**src/rtl/rx_pkg.sv**
```systemverilog
package rx_pkg;

    typedef enum logic [2:0] {
        ST_IDLE,
        ST_START_CHK,
        ST_DATA,
        ST_STOP_A,
        ST_STOP_B
    } rx_state_t;

endpackage

```
**src/rtl/rx_line_sync.sv**
```systemverilog
module rx_line_sync #(
    parameter int STAGES = 2
) (
    input  logic clk,
    input  logic rst_n,
    input  logic line_in,
    output logic line_s,
    output logic fall
);

    logic [STAGES:0] chain;

    always_ff @(posedge clk or negedge rst_n) begin
        if (!rst_n) begin
            chain <= '1;
        end else begin
            chain <= {chain[STAGES-1:0], line_in};
        end
    end

    assign line_s = chain[STAGES-1];
    assign fall   = chain[STAGES] & ~chain[STAGES-1];

endmodule

```
**src/rtl/rx_bit_timer.sv**
```systemverilog
module rx_bit_timer #(
    parameter int CNT_W = 16
) (
    input  logic             clk,
    input  logic             rst_n,
    input  logic             load,
    input  logic [CNT_W-1:0] load_val,
    output logic             tick
);

    logic [CNT_W-1:0] cnt;

    always_ff @(posedge clk or negedge rst_n) begin
        if (!rst_n) begin
            cnt <= '0;
        end else if (load) begin
            cnt <= load_val;
        end else if (cnt != '0) begin
            cnt <= cnt - CNT_W'(1);
        end
    end

    assign tick = (cnt == '0);

    // a reload is taken exactly
    a_r4_reload_value: assert property (@(posedge clk) disable iff (!rst_n)
        load |=> (cnt == $past(load_val)));

endmodule

```
**src/rtl/rx_hold_reg.sv**
```systemverilog
module rx_hold_reg #(
    parameter int DATA_BITS = 8
) (
    input  logic                 clk,
    input  logic                 rst_n,
    input  logic                 store,
    input  logic [DATA_BITS-1:0] din,
    input  logic                 perr_in,
    input  logic                 ferr_in,
    input  logic                 read_strobe,
    output logic [DATA_BITS-1:0] dout,
    output logic                 ready,
    output logic                 perr,
    output logic                 ferr,
    output logic                 ovr
);

    always_ff @(posedge clk or negedge rst_n) begin
        if (!rst_n) begin
            dout  <= '0;
            ready <= 1'b0;
            perr  <= 1'b0;
            ferr  <= 1'b0;
            ovr   <= 1'b0;
        end else if (store) begin
            dout  <= din;
            ready <= 1'b1;
            perr  <= perr_in;
            ferr  <= ferr_in;
            ovr   <= ready;
        end else if (read_strobe) begin
            ready <= 1'b0;
            ovr   <= 1'b0;
        end
    end

    a_r8_ready_on_store: assert property (@(posedge clk) disable iff (!rst_n)
        store |=> ready);

    a_r8_read_clears: assert property (@(posedge clk) disable iff (!rst_n)
        (read_strobe && !store) |=> (!ready && !ovr));

    a_r9_overrun_set: assert property (@(posedge clk) disable iff (!rst_n)
        (store && ready) |=> ovr);

    a_r8_flags_hold: assert property (@(posedge clk) disable iff (!rst_n)
        !store |=> ($stable(perr) && $stable(ferr) && $stable(dout)));

endmodule

```
**src/rtl/serial_byte_rx.sv**
```systemverilog
module serial_byte_rx
    import rx_pkg::*;
#(
    parameter int CNT_W     = 16,
    parameter int DATA_BITS = 8,
    parameter int SYNC_LEN  = 2
) (
    input  logic                 clk,
    input  logic                 rst_n,
    input  logic                 line_in,
    input  logic [CNT_W-1:0]     bit_period,
    input  logic                 odd_parity,
    input  logic                 read_strobe,
    output logic [DATA_BITS-1:0] rx_byte,
    output logic                 rx_ready,
    output logic                 parity_err,
    output logic                 frame_err,
    output logic                 overrun
);

    localparam int IDX_W = (DATA_BITS > 1) ? $clog2(DATA_BITS) : 1;
    localparam logic [IDX_W-1:0] LAST_IDX = IDX_W'(DATA_BITS - 1);

    rx_state_t state, state_n;

    logic                 line_s, fall, tick;
    logic                 tmr_load;
    logic [CNT_W-1:0]     tmr_val;
    logic [CNT_W-1:0]     half_val, full_val;
    logic                 shift_en, idx_clr, stop_a_cap, store;
    logic [DATA_BITS-1:0] shreg;
    logic [IDX_W-1:0]     idx;
    logic                 stop_a_ok;
    logic                 perr_calc, ferr_calc;

    assign half_val = (bit_period >> 1) - CNT_W'(1);
    assign full_val = bit_period - CNT_W'(1);

    rx_line_sync #(.STAGES(SYNC_LEN)) i_sync (
        .clk    (clk),
        .rst_n  (rst_n),
        .line_in(line_in),
        .line_s (line_s),
        .fall   (fall)
    );

    rx_bit_timer #(.CNT_W(CNT_W)) i_timer (
        .clk     (clk),
        .rst_n   (rst_n),
        .load    (tmr_load),
        .load_val(tmr_val),
        .tick    (tick)
    );

    // state register
    always_ff @(posedge clk or negedge rst_n) begin
        if (!rst_n) begin
            state <= ST_IDLE;
        end else begin
            state <= state_n;
        end
    end

    // next state and control outputs
    always_comb begin
        state_n    = state;
        tmr_load   = 1'b0;
        tmr_val    = full_val;
        shift_en   = 1'b0;
        idx_clr    = 1'b0;
        stop_a_cap = 1'b0;
        store      = 1'b0;
        unique case (state)
            ST_IDLE: begin
                if (fall) begin              // edge-seen
                    tmr_load = 1'b1;
                    tmr_val  = half_val;
                    state_n  = ST_START_CHK;
                end
            end
            ST_START_CHK: begin
                if (tick) begin
                    if (line_s) begin        // start-rejected
                        state_n = ST_IDLE;
                    end else begin           // start-confirmed
                        tmr_load = 1'b1;
                        idx_clr  = 1'b1;
                        state_n  = ST_DATA;
                    end
                end
            end
            ST_DATA: begin
                if (tick) begin
                    shift_en = 1'b1;
                    tmr_load = 1'b1;
                    if (idx == LAST_IDX) begin   // last-data
                        state_n = ST_STOP_A;
                    end
                end
            end
            ST_STOP_A: begin
                if (tick) begin              // first-stop
                    stop_a_cap = 1'b1;
                    tmr_load   = 1'b1;
                    state_n    = ST_STOP_B;
                end
            end
            ST_STOP_B: begin
                if (tick) begin              // frame-done
                    store   = 1'b1;
                    state_n = ST_IDLE;
                end
            end
            default: state_n = ST_IDLE;
        endcase
    end

    // sample datapath
    always_ff @(posedge clk or negedge rst_n) begin
        if (!rst_n) begin
            shreg     <= '0;
            idx       <= '0;
            stop_a_ok <= 1'b1;
        end else begin
            if (idx_clr) begin
                idx <= '0;
            end else if (shift_en) begin
                shreg <= {line_s, shreg[DATA_BITS-1:1]};
                idx   <= idx + IDX_W'(1);
            end
            if (stop_a_cap) begin
                stop_a_ok <= line_s;
            end
        end
    end

    assign perr_calc = (^shreg) ^ odd_parity;
    assign ferr_calc = ~stop_a_ok | ~line_s;

    rx_hold_reg #(.DATA_BITS(DATA_BITS)) i_hold (
        .clk        (clk),
        .rst_n      (rst_n),
        .store      (store),
        .din        (shreg),
        .perr_in    (perr_calc),
        .ferr_in    (ferr_calc),
        .read_strobe(read_strobe),
        .dout       (rx_byte),
        .ready      (rx_ready),
        .perr       (parity_err),
        .ferr       (frame_err),
        .ovr        (overrun)
    );

    a_r1_idle_hold: assert property (@(posedge clk) disable iff (!rst_n)
        (state == ST_IDLE && !fall) |=> (state == ST_IDLE));

    a_r2_edge_to_check: assert property (@(posedge clk) disable iff (!rst_n)
        (state == ST_IDLE && fall) |=> (state == ST_START_CHK));

    a_r3_false_start: assert property (@(posedge clk) disable iff (!rst_n)
        (state == ST_START_CHK && tick && line_s) |=> (state == ST_IDLE));

    a_r4_one_sample_per_tick: assert property (@(posedge clk) disable iff (!rst_n)
        (state == ST_DATA && !tick) |=> $stable(idx));

    a_r7_store_only_at_end: assert property (@(posedge clk) disable iff (!rst_n)
        store |-> (state == ST_STOP_B));

endmodule

```
**config.mk**
```make
export PLATFORM = sky130hd
export DESIGN_NAME = serial_byte_rx
export DESIGN_NICKNAME = d
export VERILOG_FILES = /design/src/rtl/rx_pkg.sv /design/src/rtl/rx_line_sync.sv /design/src/rtl/rx_bit_timer.sv /design/src/rtl/rx_hold_reg.sv /design/src/rtl/serial_byte_rx.sv
export SDC_FILE = /design/constraint.sdc
export NUM_CORES = 1
export LEC_CHECK = 0
export CELL_PAD_IN_SITES_DETAIL_PLACEMENT = 0
export CELL_PAD_IN_SITES_GLOBAL_PLACEMENT = 2
export CORE_ASPECT_RATIO = 0.7
export CORE_UTILIZATION = 36
export DETAILED_ROUTE_END_ITERATION = 7
export PLACE_DENSITY_LB_ADDON = 0.1
export SLEW_MARGIN = 20
export SYNTH_ARGS = -nofsm -noshare
export SYNTH_HDL_FRONTEND = slang
export SYNTH_SLANG_ARGS = --single-unit
```
**constraint.sdc**
```tcl
create_clock -name clk -period 3.3 [get_ports clk]
set_input_delay 0.495 -clock clk [delete_from_list [all_inputs] [get_ports clk]]
set_output_delay 0.495 -clock clk [all_outputs]
set_load 0.01 [all_outputs]
```
* Word-level counts from Yosys, hierarchy flattened
Index checks and enable logic that the tools add are counted.
** Word-level totals
- Bits in registers :: 46
- Bits of input ports :: 21
- Output and inout port bits :: 12
- Word-level logic and storage cells :: 68
** Operators by class
- $add $sub $neg :: 4
- Eq/ne operators :: 11
- Multiplexer cells :: 26
- Bitwise logic cells :: 6
- Reductions and logical operators :: 10
** Operators by type and width (number)
- $mux 16 :: 4
- $sub 16x1->16 const B :: 2
- $mux 3 :: 8
- $logic_not 16->1 :: 1
- $reduce_bool 16->1 :: 1
- $sub 15x1->16 const B :: 1
- $pmux 3 s5 :: 1
- $mux 1 :: 11
- $ne 2x1->1 const B :: 4
- $reduce_xor 8->1 :: 1
- $eq 3x2->1 const B :: 2
- $eq 3x3->1 const B :: 2
- $reduce_and 6->1 :: 1
- $reduce_bool 2->1 :: 3
- $ne 2x2->1 const B :: 2
- $add 3x1->3 const B :: 1
- $eq 3x1->1 const B :: 1
- $logic_not 3->1 :: 1
- $not 1->1 :: 3
- $pmux 1 s3 :: 1
- $mux 2 :: 1
- $reduce_and 2->1 :: 1
- $reduce_or 2->1 :: 1
- $and 1x1->1 :: 1
- 2 further kinds :: 2

* Longest topological paths before layout
Gate-level depths: netlist of the first run.
- Depth after elaboration :: 5
- Depth in mapped cells :: 9
- Gate-level depth less buffers :: 7

* Hierarchy
From an unflattened synthesis of the first run, not the netlist that was laid out.
** Second synthesis, totals
- Cell total of the unflattened synthesis :: 317
- Area total of the unflattened synthesis :: 3119.2 µm²
** Modules (own cells, without submodules)
- serial_byte_rx :: instances 1, cells an instance 182, area an instance 1542.7 µm², sequential area each 376.6 µm²
- rx_bit_timer :: instances 1, cells an instance 104, area an instance 1006.0 µm², sequential area each 400.4 µm²
- rx_hold_reg :: instances 1, cells an instance 27, area an instance 478.0 µm², sequential area each 300.3 µm²
- rx_line_sync :: instances 1, cells an instance 4, area an instance 92.6 µm², sequential area each 78.8 µm²

* Least setup slack after synthesis of the first run
Ideal clock, no wire load.
- Path type :: flip-flop to flip-flop
- Start :: register i_timer.cnt[10]
- End :: register shreg[0]
- Setup time :: 125 ps
- Arrival time :: 2410 ps
- Required time :: 3175 ps
- Path slack :: 766 ps
- Cell stages (with the launch flop) :: 8
- Path buffers :: 2
- Clock period less this slack :: 2534 ps
- Cell sequence :: dfrtp_1 > or4_1 > buf_2 > or3_4 > nor4_4 > and2b_1 > buf_6 > mux2_2
** On the way
- Cells in the longest elaborated chain, start to end :: 5
- Elaborated cells on any way between the ends :: 7
- Those cells by class :: 4 x mux; 1 x bitwise; 2 x reduce/logical
** Ends and longest elaborated chain
- from (decl) :: line rx_bit_timer.sv:11 : logic [CNT_W-1:0] cnt;
- from (signal assigned) :: line rx_bit_timer.sv:17 : cnt <= load_val;
- from (signal assigned) :: line rx_bit_timer.sv:19 : cnt <= cnt - CNT_W'(1);
- $logic_not 16->1 (*) :: line rx_bit_timer.sv:23 : assign tick = (cnt == '0);
- $mux 1 :: line serial_byte_rx.sv:82 : if (tick) begin
- $mux 1 :: line serial_byte_rx.sv:73 : unique case (state)
- $not 1->1 (no line)
- $reduce_and 2->1 (no line) (*)
- to (signal assigned) :: line serial_byte_rx.sv:128 : shreg <= {line_s, shreg[DATA_BITS-1:1]};
- to (decl) :: line serial_byte_rx.sv:31 : logic [DATA_BITS-1:0] shreg;
Mark *: on every way between the ends. The rest lies on a longest branch, timed or not.
A chain may end at the register's enable or synchronous reset.

* Worst setup path in the final report of the first run
- Start :: register i_timer.cnt[10]
- End :: register shreg[4]
Same word-level chain as after synthesis.

==> results of run 1 <==
-- worst max-delay path, stage by stage, from the launching register on --
cell and delay, ns:
sky130_fd_sc_hd__dfrtp_1 0.41, sky130_fd_sc_hd__or4_1 0.65, sky130_fd_sc_hd__or3_4 0.42, sky130_fd_sc_hd__nor4_4 0.45, sky130_fd_sc_hd__and2b_1 0.39, sky130_fd_sc_hd__mux2_2 0.38
-- per-stage QoR --
step | instance area [um^2] | total power [W] | hold WS (ns) | utilization (%)
2_1_floorplan | 3100 | 0.000981 | 0.199 | -
3_5_place_dp | 3550 | 0.00110 | 0.349 | 43.8
3_3_place_gp | 3550 | 0.00110 | 0.346 | 43.8
4_1_cts | 3700 | 0.00163 | 0.362 | 45.6
6_report | 3700 | 0.00161 | 0.209 | 45.7
5_1_grt | 3700 | 0.00171 | 0.252 | 45.7
-- area by class of cell --
| type | count | area share (%) |
|---|---|---|
| sequential | 46 | 31.2 |
| timing repair buffer | 47 | 11.6 |
| clock buffer | 6 | 3.75 |
| inverter | 14 | 1.42 |
| tap | 101 | 3.41 |
| multi-input combinational | 245 | 48.2 |
| clock inverter | 2 | 0.338 |
-- state kept, by name, indices dropped and copies added, names as in the netlist --
| name | count |
|---|---|
| i_hold.ready | 1 |
| i_hold.ovr | 1 |
| idx | 3 |
| i_timer.cnt | 16 |
| i_hold.dout | 8 |
| stop_a_ok | 1 |
| shreg | 8 |
| state | 3 |
| i_hold.ferr | 1 |
| i_hold.perr | 1 |
| i_sync.chain | 3 |
-- synth_stat cells (2+ instances only) --
library cell               instances
sky130_fd_sc_hd__or3b_2            2
sky130_fd_sc_hd__nand3_1          12
sky130_fd_sc_hd__o211ai_1          4
sky130_fd_sc_hd__buf_6             2
sky130_fd_sc_hd__o21ai_0          14
sky130_fd_sc_hd__clkbuf_1         13
sky130_fd_sc_hd__nor2b_1           2
sky130_fd_sc_hd__buf_1             3
sky130_fd_sc_hd__buf_2             3
sky130_fd_sc_hd__a31o_2            2
sky130_fd_sc_hd__a21oi_1          10
sky130_fd_sc_hd__a31oi_1           3
sky130_fd_sc_hd__nand4_1           4
sky130_fd_sc_hd__nor4b_1           3
sky130_fd_sc_hd__nand2b_1          2
sky130_fd_sc_hd__a311oi_1          3
sky130_fd_sc_hd__nor3_1            8
sky130_fd_sc_hd__dfrtp_1          42
sky130_fd_sc_hd__a211oi_1          5
sky130_fd_sc_hd__xnor2_1          25
sky130_fd_sc_hd__o311ai_0          2
sky130_fd_sc_hd__nand3b_1          2
sky130_fd_sc_hd__nor4_1           10
sky130_fd_sc_hd__nand2_1          19
sky130_fd_sc_hd__inv_1            14
sky130_fd_sc_hd__mux2i_1          11
sky130_fd_sc_hd__o31ai_1           4
sky130_fd_sc_hd__ha_1              7
sky130_fd_sc_hd__mux2_2           20
sky130_fd_sc_hd__and3_1            3
sky130_fd_sc_hd__o22ai_1           7
sky130_fd_sc_hd__a211o_1           3
sky130_fd_sc_hd__nor2_1           18
sky130_fd_sc_hd__xor2_1            9
sky130_fd_sc_hd__or4_1             5
sky130_fd_sc_hd__dfstp_2           4
-- logic make-up (layout without fill, tap and decap cells) --
logic type,count (synthesis),in the layout
simple gates,104,104
compound gates,69,69
flops,46,46
buf+inv,37,69
xor+xnor,34,34
mux,31,31
fa+ha+maj,7,7
-- metal layers --
| layer | GRT usage [%] | vias to the layer above | routed length (um) |
|---|---|---|---|
| met5 | 0 | - | 0 |
| met4 | 3.95 | 0 | 68 |
| met3 | 4.40 | 8 | 391 |
| met2 | 25.5 | 46 | 3030 |
| met1 | 31.6 | 1251 | 4440 |
| li1 | - | 1271 | - |
-- power by group through the flow --
stage / Combinational (W) / Sequential, W / Clock, W
2_1_floorplan: 0.000257 / 0.000724 / 0
3_3_place_gp: 0.000352 / 0.000750 / 0
3_5_place_dp: 0.000353 / 0.000750 / 0
4_1_cts: 0.000354 / 0.000742 / 0.000532
5_1_grt: 0.000396 / 0.000758 / 0.000560
6_report: 0.000350 / 0.000743 / 0.000516
-- final timing paths --
path	start	endpoint	depth (start not counted)
max	i_timer.cnt[10]	shreg[4]	5
min	rst_n	i_timer.cnt[12]	1
max reg2reg	i_timer.cnt[10]	shreg[4]	5
min reg2reg	i_sync.chain[0]	i_sync.chain[1]	0
max in group asynchronous	rst_n	i_timer.cnt[5]	1
min in group clk	i_sync.chain[0]	i_sync.chain[1]	0
==> qor_table.md, run 1 <==
| Step | Result | Value |
|---|---|---|
| outcome | Run status | completed |
| pwr | Internal power | 0.00112 W |
| timing | Smallest setup slack after layout | 0.486 ns |
| worst setup path | Setup slack on the worst flop-to-flop path | 0.49 ns |
| yosys | Primary flip-flop cell chosen by synthesis mapping | sky130_fd_sc_hd__dfrtp_1 |
| cts | TritonCTS Sinks | 46 |
| yosys | Post-synthesis net count | 356 |
| floorplanning | Die X-Extent | 113 um |
| yosys | Cell type contributing the most total cell area after synthesis | sky130_fd_sc_hd__dfrtp_1 |
| floorplanning | Starting Density | 38.3% |
| global routing | Maximum number of pins on one net before global-route repair | 47 |
| timing | Shortest clock period the worst path allows after layout | 2.81 ns |
| yosys | Arithmetic-cell share of the synthesized area counting full adders, half adders and majority gates | 2.82% |
| finish | Fill cells | 804 |
| cts | Number of buffers created by CTS | 5 |
| floorplanning | Core outline area | 0.00811 mm^2 |
| cts | Worst-Skew Late Latency | 0.29 ns |
| drt | Routed len/inst | 17.2 um |
| finish | Leading cell type in the layout, fill and taps excluded | sky130_fd_sc_hd__dfrtp_1 |
| finish | P&R area growth vs syn | 19.3% |
| floorplanning | DIE HEIGHT | 79.7 um |
| drt | Total wirelength of the detailed-routed design | 7930 um |
| timing | Final setup violation count | 0 |
| yosys | Fraction of the yosys area taken by sequential cells | 37.2% |
| cts | Clock transition at the registers of the reported paths | 0.06 ns |
| placed design | Post-placement cell count | 453 |
| timing | Final Slew Violations | 0 |
| yosys | Cell variety after synth | 64 |
| global routing | Total overflow reported by the global router | 0 |
| timing | Final clock period utilization by the worst path | 85.3% |
| timing | Final total negative setup slack | 0 ns |
| pwr | Power density normalized to cell area | 435 mW/mm^2 |
| finish | Share of cells above drive strength 1 | 16.1% |
| worst setup path | Worst Setup Start Kind | flop |
| timing | Upper clock frequency limit | 355 MHz |
| cts | Count of cells resized by post-cts repair | 0 |
| worst setup path | Type of the setup path with the least slack | reg2reg |
| placed design | Pre-CTS setup slack | 0.502 ns |
| timing | Clock Skew | 0.00468 ns |
| global routing | Via count of the first global-routing pass | 2544 |
| yosys | Proportion of netlist area held by the largest area contributor | 33.9% |
| finish | NumNets Final | 387 |
| yosys | Fraction of registers with async set or reset after synthesis | 100% |
| global routing | Global-route wire length before repair | 13500 um |
| run | Number of max-cap violations | 0 |
| cts | Cell at the root of the clock tree | sky130_fd_sc_hd__clkbuf_16 |
| yosys | Compound-Gate Fraction of Synth Area | 15.2% |
| placed design | Detailed-placement wirelength estimate | 5950 um |
| finish | Count of non-filler cells in the finished layout | 461 |
| worst setup path | Max Fanout on Critical Path | 8 |
| cts | Post-CTS Hold Buffers | 0 |
| cts | # H-tree levels | 2 |
| worst setup path | CP arrival | 2.99 ns |
| finish | Footprint of the multi-input gates | 0.00179 mm^2 |
| floorplanning | Site Rows | 27 |
| yosys | Number of warnings reported in the yosys synthesis log | 0 |
| timing | Worst slew pin tran | 0.638 ns |
| floorplanning | Die Area | 0.00900 mm^2 |
| worst hold path | Worst min path class | in2async |
| yosys | Area fraction in and, or, nand and nor cells after synthesis | 19.1% |
| timing | Unrepaired setup endpoints after global routing | no |
| yosys | Number of standard cells after synthesis | 328 |
| yosys | Combinational family with the most area after synthesis | simple AND/OR/NAND/NOR gates |
| drt | Pre-antenna DRT Iters | 4 |
| finish | Area occupied by registers | 0.00116 mm^2 |
| pwr | Leakage component of the power | 1.51 nW |
| drt | Via count | 2576 |
| timing | Final count of hold timing violations | 0 |
| cts | Post-CTS Setup Repair Bufs | 0 |
| floorplanning | # IOs | 33 |
| yosys | Post-synth EDFFs | 0 |
| yosys | Proportion of synthesized area in mux cells | 10.8% |
| pwr | Combinational power share | 21.8% |
| yosys | Dominant cells by area after synthesis | sky130_fd_sc_hd__dfrtp_1 (34%), sky130_fd_sc_hd__mux2_2 (7.3%), sky130_fd_sc_hd__xnor2_1 (7.1%), sky130_fd_sc_hd__mux2i_1 (3.5%), sky130_fd_sc_hd__dfstp_2 (3.4%) |
| worst setup path | Worst Setup End Kind | flop |
| pwr | Share of power burned in the clock network | 32.1% |
| yosys | Area of the mapped netlist | 0.00310 mm^2 |
| drt | Antenna Nets Post-Route | 0 |
| finish | Commonest cells after routing, fill and taps aside | sky130_fd_sc_hd__dfrtp_1 (42), sky130_fd_sc_hd__clkdlybuf4s50_1 (31), sky130_fd_sc_hd__xnor2_1 (25) |
| pwr | Net switching power of the design | 0.000487 W |
| drt | 1st-iter DRT viols | 105 |
| yosys | Mean Syn Cell Area | 9.46 um^2 |
| global routing | Gr usage total | 19.6% |
| global routing | Antenna violations before repair | 0 |
| pwr | Sequential share of power | 46.2% |
| yosys | Flip-flop and latch count after synthesis | 46 |
| placed design | # port buffers | 32 |
| yosys | Share of the synthesized netlist area taken by xor and xnor gates | 9.59% |
| finish | Count of antenna diodes in the layout | 0 |
| drt | Post-route DRC | 0 |
| pwr | Switching fraction of total power | 30.3% |
| timing | Max-slew headroom at the worst pin | 56.9% |
| cts | Longest Clk Path Bufs | 2 |
| cts | TritonCTS clock tree | done |
| drt | Number of vias per cell after detailed routing | 5.59 |
| worst setup path | Worst EP required | 3.47 ns |
| placed design | Last weighted congestion value of the routability-driven placer | 0.818 |
| pwr | Worst vdd rail ir drop | 0.000279 V |
(Power assumes the default switching activity.)
==> inputs of run 2 (changes only) <==
--- a/config.mk
+++ b/config.mk
@@ -7,7 +7,7 @@
 export LEC_CHECK = 0
 export CELL_PAD_IN_SITES_DETAIL_PLACEMENT = 0
 export CELL_PAD_IN_SITES_GLOBAL_PLACEMENT = 2
-export CORE_ASPECT_RATIO = 0.7
+export CORE_ASPECT_RATIO = 1.75
 export CORE_UTILIZATION = 36
 export DETAILED_ROUTE_END_ITERATION = 7
 export PLACE_DENSITY_LB_ADDON = 0.1
==> run 2 against run 1 <==
Against the previous run: sequential power fell by 0.9%; register-to-register slack improved by 0.07 ns; critical path depth did not move; first-iteration DRC count fell by 32%; utilization fell by 0.69 points; critical endpoint is now shreg[0]; largest power group unchanged; global-route usage rose by 0.17 points; combinational power rose by 2%.
==> qor_table.md, run 2 (synthesis results as in run 1) <==
| Step | Result | Value | Delta |
|---|---|---|---|
| outcome | Run status | completed | unchanged |
| worst setup path | CP arrival | 2.92 ns | was 2.99 ns |
| worst hold path | Worst min path class | in2async | unchanged |
| worst setup path | Worst EP required | 3.48 ns | was 3.47 ns |
| floorplanning | # IOs | 33 | unchanged |
| timing | Final count of hold timing violations | 0 | unchanged |
| finish | Count of antenna diodes in the layout | 0 | unchanged |
| drt | Via count | 2562 | was 2576 |
| placed design | # port buffers | 32 | unchanged |
| finish | Most flop-heavy register | i_timer.cnt | unchanged |
| placed design | Last weighted congestion value of the routability-driven placer | 0.803 | was 0.818 |
| timing | Final total negative setup slack | 0 ns | unchanged |
| cts | Post-CTS Setup Repair Bufs | 0 | unchanged |
| cts | Number of buffers created by CTS | 5 | unchanged |
| placed design | Detailed-placement wirelength estimate | 6220 um | was 5950 um |
| finish | Max FFs per register | 16 | unchanged |
| drt | Post-route DRC | 0 | unchanged |
| drt | Routed len/inst | 17.1 um | was 17.2 um |
| finish | Largest registers | i_timer.cnt: 16 flops, i_hold.dout: 8 flops, shreg: 8 flops | unchanged |
| timing | Max-slew headroom at the worst pin | 61.0% | was 56.9% |
| timing | Final clock period utilization by the worst path | 83.1% | was 85.3% |
| pwr | Leakage component of the power | 1.52 nW | was 1.51 nW |
| timing | Worst slew pin tran | 0.585 ns | was 0.638 ns |
| cts | TritonCTS Sinks | 46 | unchanged |
| timing | Upper clock frequency limit | 365 MHz | was 355 MHz |
| floorplanning | Die X-Extent | 72.2 um | was 113 um |
| worst setup path | Type of the setup path with the least slack | reg2reg | unchanged |
| finish | NumNets Final | 387 | unchanged |
| timing | Clock Skew | 0.00327 ns | was 0.00468 ns |
| drt | Total wirelength of the detailed-routed design | 8100 um | was 7930 um |
| timing | Smallest setup slack after layout | 0.558 ns | was 0.486 ns |
| timing | Final setup violation count | 0 | unchanged |
| floorplanning | DIE HEIGHT | 125 um | was 79.7 um |
| cts | Longest Clk Path Bufs | 2 | unchanged |
| placed design | Placed inst area | 0.00357 mm^2 | was 0.00355 mm^2 |
| floorplanning | Core outline area | 0.00831 mm^2 | was 0.00811 mm^2 |
| cts | Worst-Skew Late Latency | 0.29 ns | about the same |
| global routing | Antenna violations before repair | 0 | unchanged |
| cts | TritonCTS clock tree | done | unchanged |
| timing | Unrepaired setup endpoints after global routing | no | unchanged |
| worst setup path | Worst Setup End Kind | flop | unchanged |
| global routing | Via count of the first global-routing pass | 2627 | was 2544 |
| global routing | Maximum number of pins on one net before global-route repair | 47 | unchanged |
| finish | Design area | 0.00374 mm^2 | was 0.00370 mm^2 |
| cts | Count of cells resized by post-cts repair | 0 | unchanged |
| cts | # H-tree levels | 2 | unchanged |
| finish | Count of non-filler cells in the finished layout | 475 | was 461 |
| global routing | Gr usage total | 19.7% | was 19.6% |
| cts | Cell at the root of the clock tree | sky130_fd_sc_hd__clkbuf_16 | unchanged |
| placed design | Post-placement cell count | 467 | was 453 |
| finish | Share of cells above drive strength 1 | 16.1% | unchanged |
| placed design | Pre-CTS setup slack | 0.553 ns | was 0.502 ns |
| drt | Antenna Nets Post-Route | 0 | unchanged |
| floorplanning | Starting Density | 37.3% | was 38.3% |
| timing | Shortest clock period the worst path allows after layout | 2.74 ns | was 2.81 ns |
| timing | Final Slew Violations | 0 | unchanged |
| global routing | Global-route wire length before repair | 13600 um | was 13500 um |
| drt | Pre-antenna DRT Iters | 4 | unchanged |
| cts | Post-CTS Hold Buffers | 0 | unchanged |
| floorplanning | Die Area | 0.00901 mm^2 | was 0.00900 mm^2 |
| cts | Clock transition at the registers of the reported paths | 0.07 ns | was 0.06 ns |
| finish | Leading cell type in the layout, fill and taps excluded | sky130_fd_sc_hd__dfrtp_1 | unchanged |
| finish | P&R area growth vs syn | 20.4% | was 19.3% |
| drt | 1st-iter DRT viols | 71 | was 105 |
| floorplanning | Site Rows | 44 | was 27 |
| drt | Number of vias per cell after detailed routing | 5.39 | was 5.59 |
| global routing | Total overflow reported by the global router | 0 | unchanged |
| pwr | Power density normalized to cell area | 448 mW/mm^2 | was 435 mW/mm^2 |
| finish | Fill cells | 817 | was 804 |
| pwr | Worst vdd rail ir drop | 0.000269 V | was 0.000279 V |
| finish | Commonest cells after routing, fill and taps aside | sky130_fd_sc_hd__dfrtp_1 (42), sky130_fd_sc_hd__clkdlybuf4s50_1 (31), sky130_fd_sc_hd__xnor2_1 (25) | unchanged |
| worst setup path | Max Fanout on Critical Path | 8 | unchanged |
| worst setup path | Worst Setup Start Kind | flop | unchanged |
| run | Number of max-cap violations | 0 | unchanged |
==> run 2: cell count changes in the layout (fill, tap and decap cells not counted) <==
cell | previous run | this run
sky130_fd_sc_hd__bufinv_16 | 0 | 1
sky130_fd_sc_hd__clkinvlp_4 | 1 | 2
sky130_fd_sc_hd__clkbuf_8 | 1 | 0
sky130_fd_sc_hd__clkinv_2 | 1 | 0
==> run 2: report_power, final <==
| group | switching [W] | internal [W] | leakage [nW] |
|---|---|---|---|
| registers | 0.0000900 | 0.000646 | 0.582 |
| clock network | 0.000223 | 0.000357 | 0.0760 |
| logic | 0.000182 | 0.000176 | 0.860 |
| total | 0.000494 | 0.00118 | 1.52 |
==> run 2: layout make-up <==
class / count / area, um^2 / area share (%)
inverters: 14 / 52.6 / 1.41
well taps: 115 / 144 / 3.85
flip-flops and latches: 46 / 1160 / 30.9
multi-input cells: 245 / 1790 / 47.8
clock inverters: 3 / 45.0 / 1.20
repair buffers: 47 / 430 / 11.5
clock buffers: 5 / 125 / 3.35
==> run 2: worst paths after layout <==
check | depth (start not counted) | startpoint | to | slack, ns
worst max-delay path | 5 | i_timer.cnt[10] | shreg[0] | 0.56
worst min-delay path | 1 | rst_n | i_hold.dout[3] | 0.20
worst max register to register | 5 | i_timer.cnt[10] | shreg[0] | 0.56
worst min register to register | 0 | i_sync.chain[0] | i_sync.chain[1] | 0.36
max in group asynchronous | 1 | rst_n | i_hold.ferr | 2.70
min in group clk | 0 | i_sync.chain[0] | i_sync.chain[1] | 0.36
==> run 2: layer usage <==
metal | routed length (um) | GRT usage (%)
met1 | 3060 | 20.2
met2 | 4610 | 38.0
met3 | 142 | 2.27
met4 | 286 | 8.88
met5 | 0 | 0
==> run 2: worst max-delay path, stage by stage, from the launching register on <==
cell	delay [ns]
sky130_fd_sc_hd__dfrtp_1	0.40
sky130_fd_sc_hd__or4_1	0.62
sky130_fd_sc_hd__or3_4	0.40
sky130_fd_sc_hd__nor4_4	0.45
sky130_fd_sc_hd__and2b_1	0.38
sky130_fd_sc_hd__mux2_2	0.38
==> run 2: through the flow <==
stage	power [W]	hold WS, ns	util, %
4_1_cts	0.00169	0.358	44.9
3_5_place_dp	0.00110	0.348	42.9
6_report	0.00167	0.196	45.0
3_3_place_gp	0.00110	0.348	42.9
5_1_grt	0.00178	0.243	45.0
2_1_floorplan	0.000981	0.199	-
==> inputs of run 3 (changes only) <==
--- a/config.mk
+++ b/config.mk
@@ -8,7 +8,7 @@
 export CELL_PAD_IN_SITES_DETAIL_PLACEMENT = 0
 export CELL_PAD_IN_SITES_GLOBAL_PLACEMENT = 2
 export CORE_ASPECT_RATIO = 1.75
-export CORE_UTILIZATION = 36
+export CORE_UTILIZATION = 32
 export DETAILED_ROUTE_END_ITERATION = 7
 export PLACE_DENSITY_LB_ADDON = 0.1
 export SLEW_MARGIN = 20
==> constraint.sdc (replaced) <==
create_clock -name clk -period 2.4 [get_ports clk]
set_input_delay 0.36 -clock clk [delete_from_list [all_inputs] [get_ports clk]]
set_output_delay 0.36 -clock clk [all_outputs]
set_load 0.01 [all_outputs]
==> run 3 against run 2 <==
Against the previous run: sequential power increased by 36%; cell count increased by 8.8%; clock power increased by 14%; die area increased by 12%; setup slack got worse by 0.46 ns; sequential share of layout area decreased by 2.3 points; clock skew about the same; worst hold slack got worse by 0.035 ns; critical endpoint is now i_timer.cnt[6].
==> qor_table.md, run 3 (synthesis results as in run 1) <==
| Step | Result | Value | Delta |
|---|---|---|---|
| finish | P&R area growth vs syn | 30.1% | was 20.4% |
| drt | Post-route DRC | 0 | unchanged |
| timing | Upper clock frequency limit | 435 MHz | was 365 MHz |
| pwr | Power density normalized to cell area | 554 mW/mm^2 | was 448 mW/mm^2 |
| timing | Worst slack on hold paths | 0.161 ns | was 0.196 ns |
| finish | Commonest cells after routing, fill and taps aside | sky130_fd_sc_hd__buf_4 (48), sky130_fd_sc_hd__dfrtp_1 (42), sky130_fd_sc_hd__clkdlybuf4s50_1 (31) | was sky130_fd_sc_hd__dfrtp_1 (42), sky130_fd_sc_hd__clkdlybuf4s50_1 (31), sky130_fd_sc_hd__xnor2_1 (25) |
| worst setup path | Worst Setup End Kind | flop | unchanged |
| finish | Share of cells above drive strength 1 | 23.5% | was 16.1% |
| timing | Final setup violation count | 0 | unchanged |
| timing | Final count of hold timing violations | 0 | unchanged |
| placed design | Detailed-placement wirelength estimate | 6690 um | was 6220 um |
| cts | Cell at the root of the clock tree | sky130_fd_sc_hd__clkbuf_16 | unchanged |
| finish | Count of antenna diodes in the layout | 0 | unchanged |
| placed design | Pre-CTS setup slack | -0.181 ns | was 0.553 ns |
| timing | Unrepaired setup endpoints after global routing | no | unchanged |
| cts | Longest Clk Path Bufs | 2 | unchanged |
| finish | Max FFs per register | 16 | unchanged |
| timing | Final clock period utilization by the worst path | 95.9% | was 83.1% |
| run | Number of max-cap violations | 0 | unchanged |
| pwr | Total power draw | 0.00224 W | was 0.00167 W |
| drt | Total wirelength of the detailed-routed design | 8450 um | was 8100 um |
| cts | # H-tree levels | 2 | unchanged |
| finish | Count of non-filler cells in the finished layout | 517 | was 475 |
| global routing | Antenna violations before repair | 0 | unchanged |
| cts | TritonCTS clock tree | done | unchanged |
| floorplanning | Die Area | 0.0101 mm^2 | was 0.00901 mm^2 |
| floorplanning | Die X-Extent | 76.5 um | was 72.2 um |
| drt | Routed len/inst | 16.3 um | was 17.1 um |
| finish | Fill cells | 949 | was 817 |
| floorplanning | DIE HEIGHT | 132 um | was 125 um |
| worst setup path | CP arrival | 2.52 ns | was 2.92 ns |
| timing | Worst slew pin tran | 0.586 ns | was 0.585 ns |
| worst setup path | Type of the setup path with the least slack | reg2reg | unchanged |
| drt | Number of vias per cell after detailed routing | 5.27 | was 5.39 |
| timing | Shortest clock period the worst path allows after layout | 2.30 ns | was 2.74 ns |
| timing | Smallest setup slack after layout | 0.0994 ns | was 0.558 ns |
| cts | TritonCTS Sinks | 46 | unchanged |
| floorplanning | Site Rows | 47 | was 44 |
| drt | Via count | 2723 | was 2562 |
| placed design | # port buffers | 32 | unchanged |
| cts | Clock transition at the registers of the reported paths | 0.06 ns | was 0.07 ns |
| finish | Core utilization of the finished layout | 42.7% | was 45.0% |
| outcome | Run status | completed | unchanged |
| finish | Leading cell type in the layout, fill and taps excluded | sky130_fd_sc_hd__buf_4 | was sky130_fd_sc_hd__dfrtp_1 |
| worst setup path | Worst EP required | 2.61 ns | was 3.48 ns |
| pwr | Leakage component of the power | 1.72 nW | was 1.52 nW |
| timing | Final Slew Violations | 0 | unchanged |
| global routing | Gr usage total | 17.3% | was 19.7% |
| placed design | Post-placement cell count | 510 | was 467 |
| finish | Footprint of the multi-input gates | 0.00181 mm^2 | was 0.00179 mm^2 |
| cts | Worst-Skew Late Latency | 0.28 ns | was 0.29 ns |
| global routing | Total overflow reported by the global router | 0 | unchanged |
| pwr | Worst vdd rail ir drop | 0.000303 V | was 0.000269 V |
| global routing | Global-route wire length before repair | 13500 um | was 13600 um |
| floorplanning | Core outline area | 0.00947 mm^2 | was 0.00831 mm^2 |
| drt | Pre-antenna DRT Iters | 4 | unchanged |
| placed design | Last weighted congestion value of the routability-driven placer | 0.804 | was 0.803 |
| finish | Largest registers | i_timer.cnt: 16 flops, i_hold.dout: 8 flops, shreg: 8 flops | unchanged |
| worst hold path | Worst min path class | in2async | unchanged |
| drt | Antenna Nets Post-Route | 0 | unchanged |
| cts | Number of buffers created by CTS | 5 | unchanged |
| finish | Most flop-heavy register | i_timer.cnt | unchanged |
| floorplanning | # IOs | 33 | unchanged |
| worst setup path | Worst Setup Start Kind | flop | unchanged |
| finish | Area occupied by registers | 0.00116 mm^2 | unchanged |
| drt | 1st-iter DRT viols | 75 | was 71 |
| timing | Max-slew headroom at the worst pin | 61.0% | about the same |
| global routing | Via count of the first global-routing pass | 2617 | was 2627 |
| timing | Clock Skew | 0.00319 ns | was 0.00327 ns |
| finish | NumNets Final | 423 | was 387 |
| worst setup path | Max Fanout on Critical Path | 8 | unchanged |
| global routing | Maximum number of pins on one net before global-route repair | 47 | unchanged |
| floorplanning | Starting Density | 32.8% | was 37.3% |
-- run 3: cell types whose count changed in the layout (fill, tap and decap cells not counted), moves of 2 or more --
cell	previous run	this run
sky130_fd_sc_hd__clkinvlp_4	2	0
sky130_fd_sc_hd__buf_12	0	3
sky130_fd_sc_hd__clkbuf_1	0	2
sky130_fd_sc_hd__buf_4	16	48
-- run 3: cell type report --
cell class / count / share of cell area [%]
Inverter: 14 / 1.30
Clock buffer: 7 / 3.28
Timing Repair Buffer: 83 / 18.2
Multi-Input combinational cell: 245 / 44.8
Tap cell: 122 / 3.78
Sequential cell: 46 / 28.6
-- run 3: power by group --
| group | leakage [nW] | switching (W) | total, W | internal (W) |
|---|---|---|---|---|
| sequential | 0.582 | 0.000114 | 0.00100 | 0.000888 |
| clock | 0.0640 | 0.000279 | 0.000660 | 0.000381 |
| combinational | 1.07 | 0.000281 | 0.000578 | 0.000297 |
| total | 1.72 | 0.000673 | 0.00224 | 0.00157 |
-- run 3: worst paths after layout --
| kind | slack [ns] | start | endpoint | cells after the start |
|---|---|---|---|---|
| setup / recovery | 0.1 | i_sync.chain[2] | i_timer.cnt[6] | 6 |
| hold / removal | 0.16 | rst_n | i_hold.dout[2] | 2 |
| setup reg to reg | 0.1 | i_sync.chain[2] | i_timer.cnt[6] | 6 |
| hold reg to reg | 0.36 | i_sync.chain[0] | i_sync.chain[1] | 0 |
| max in group asynchronous | 1.84 | rst_n | state[2] | 2 |
| min in group clk | 0.36 | i_sync.chain[0] | i_sync.chain[1] | 0 |
-- run 3: per-layer routing --
metal / wire [um] / up-vias / GRT usage [%]
met5: 0 / - / 0
met4: 269 / 0 / 10.3
met3: 169 / 15 / 1.66
met2: 4850 / 57 / 33.0
met1: 3160 / 1309 / 18.0
li1: - / 1342 / -
-- run 3: what timing repair did --
item | 4_1_cts | 5_1_grt
endpoints found under the setup margin | 1 | 24
gates resized for setup | 1 | 3
buffers inserted | 0 | 0
pin swaps | 0 | 0
hold buffers | 0 | 0
cloned | 0 | 0
-- run 3: per-stage QoR --
step / area, um^2 / setup TNS [ns]
after floorplan: 3110 / -0.0501
after global placement: 3890 / -0.255
after detailed placement: 3890 / -0.309
after CTS: 4030 / 0
after global routing: 4040 / 0
final: 4040 / 0
-- run 3: critical path, stage by stage (launching register included) --
cell and delay, ns:
sky130_fd_sc_hd__dfstp_2 0.53, sky130_fd_sc_hd__or4b_1 0.52, sky130_fd_sc_hd__buf_12 0.18, sky130_fd_sc_hd__o211ai_1 0.35, sky130_fd_sc_hd__o21ai_0 0.18, sky130_fd_sc_hd__a211o_1 0.33
sky130_fd_sc_hd__a21oi_1 0.13
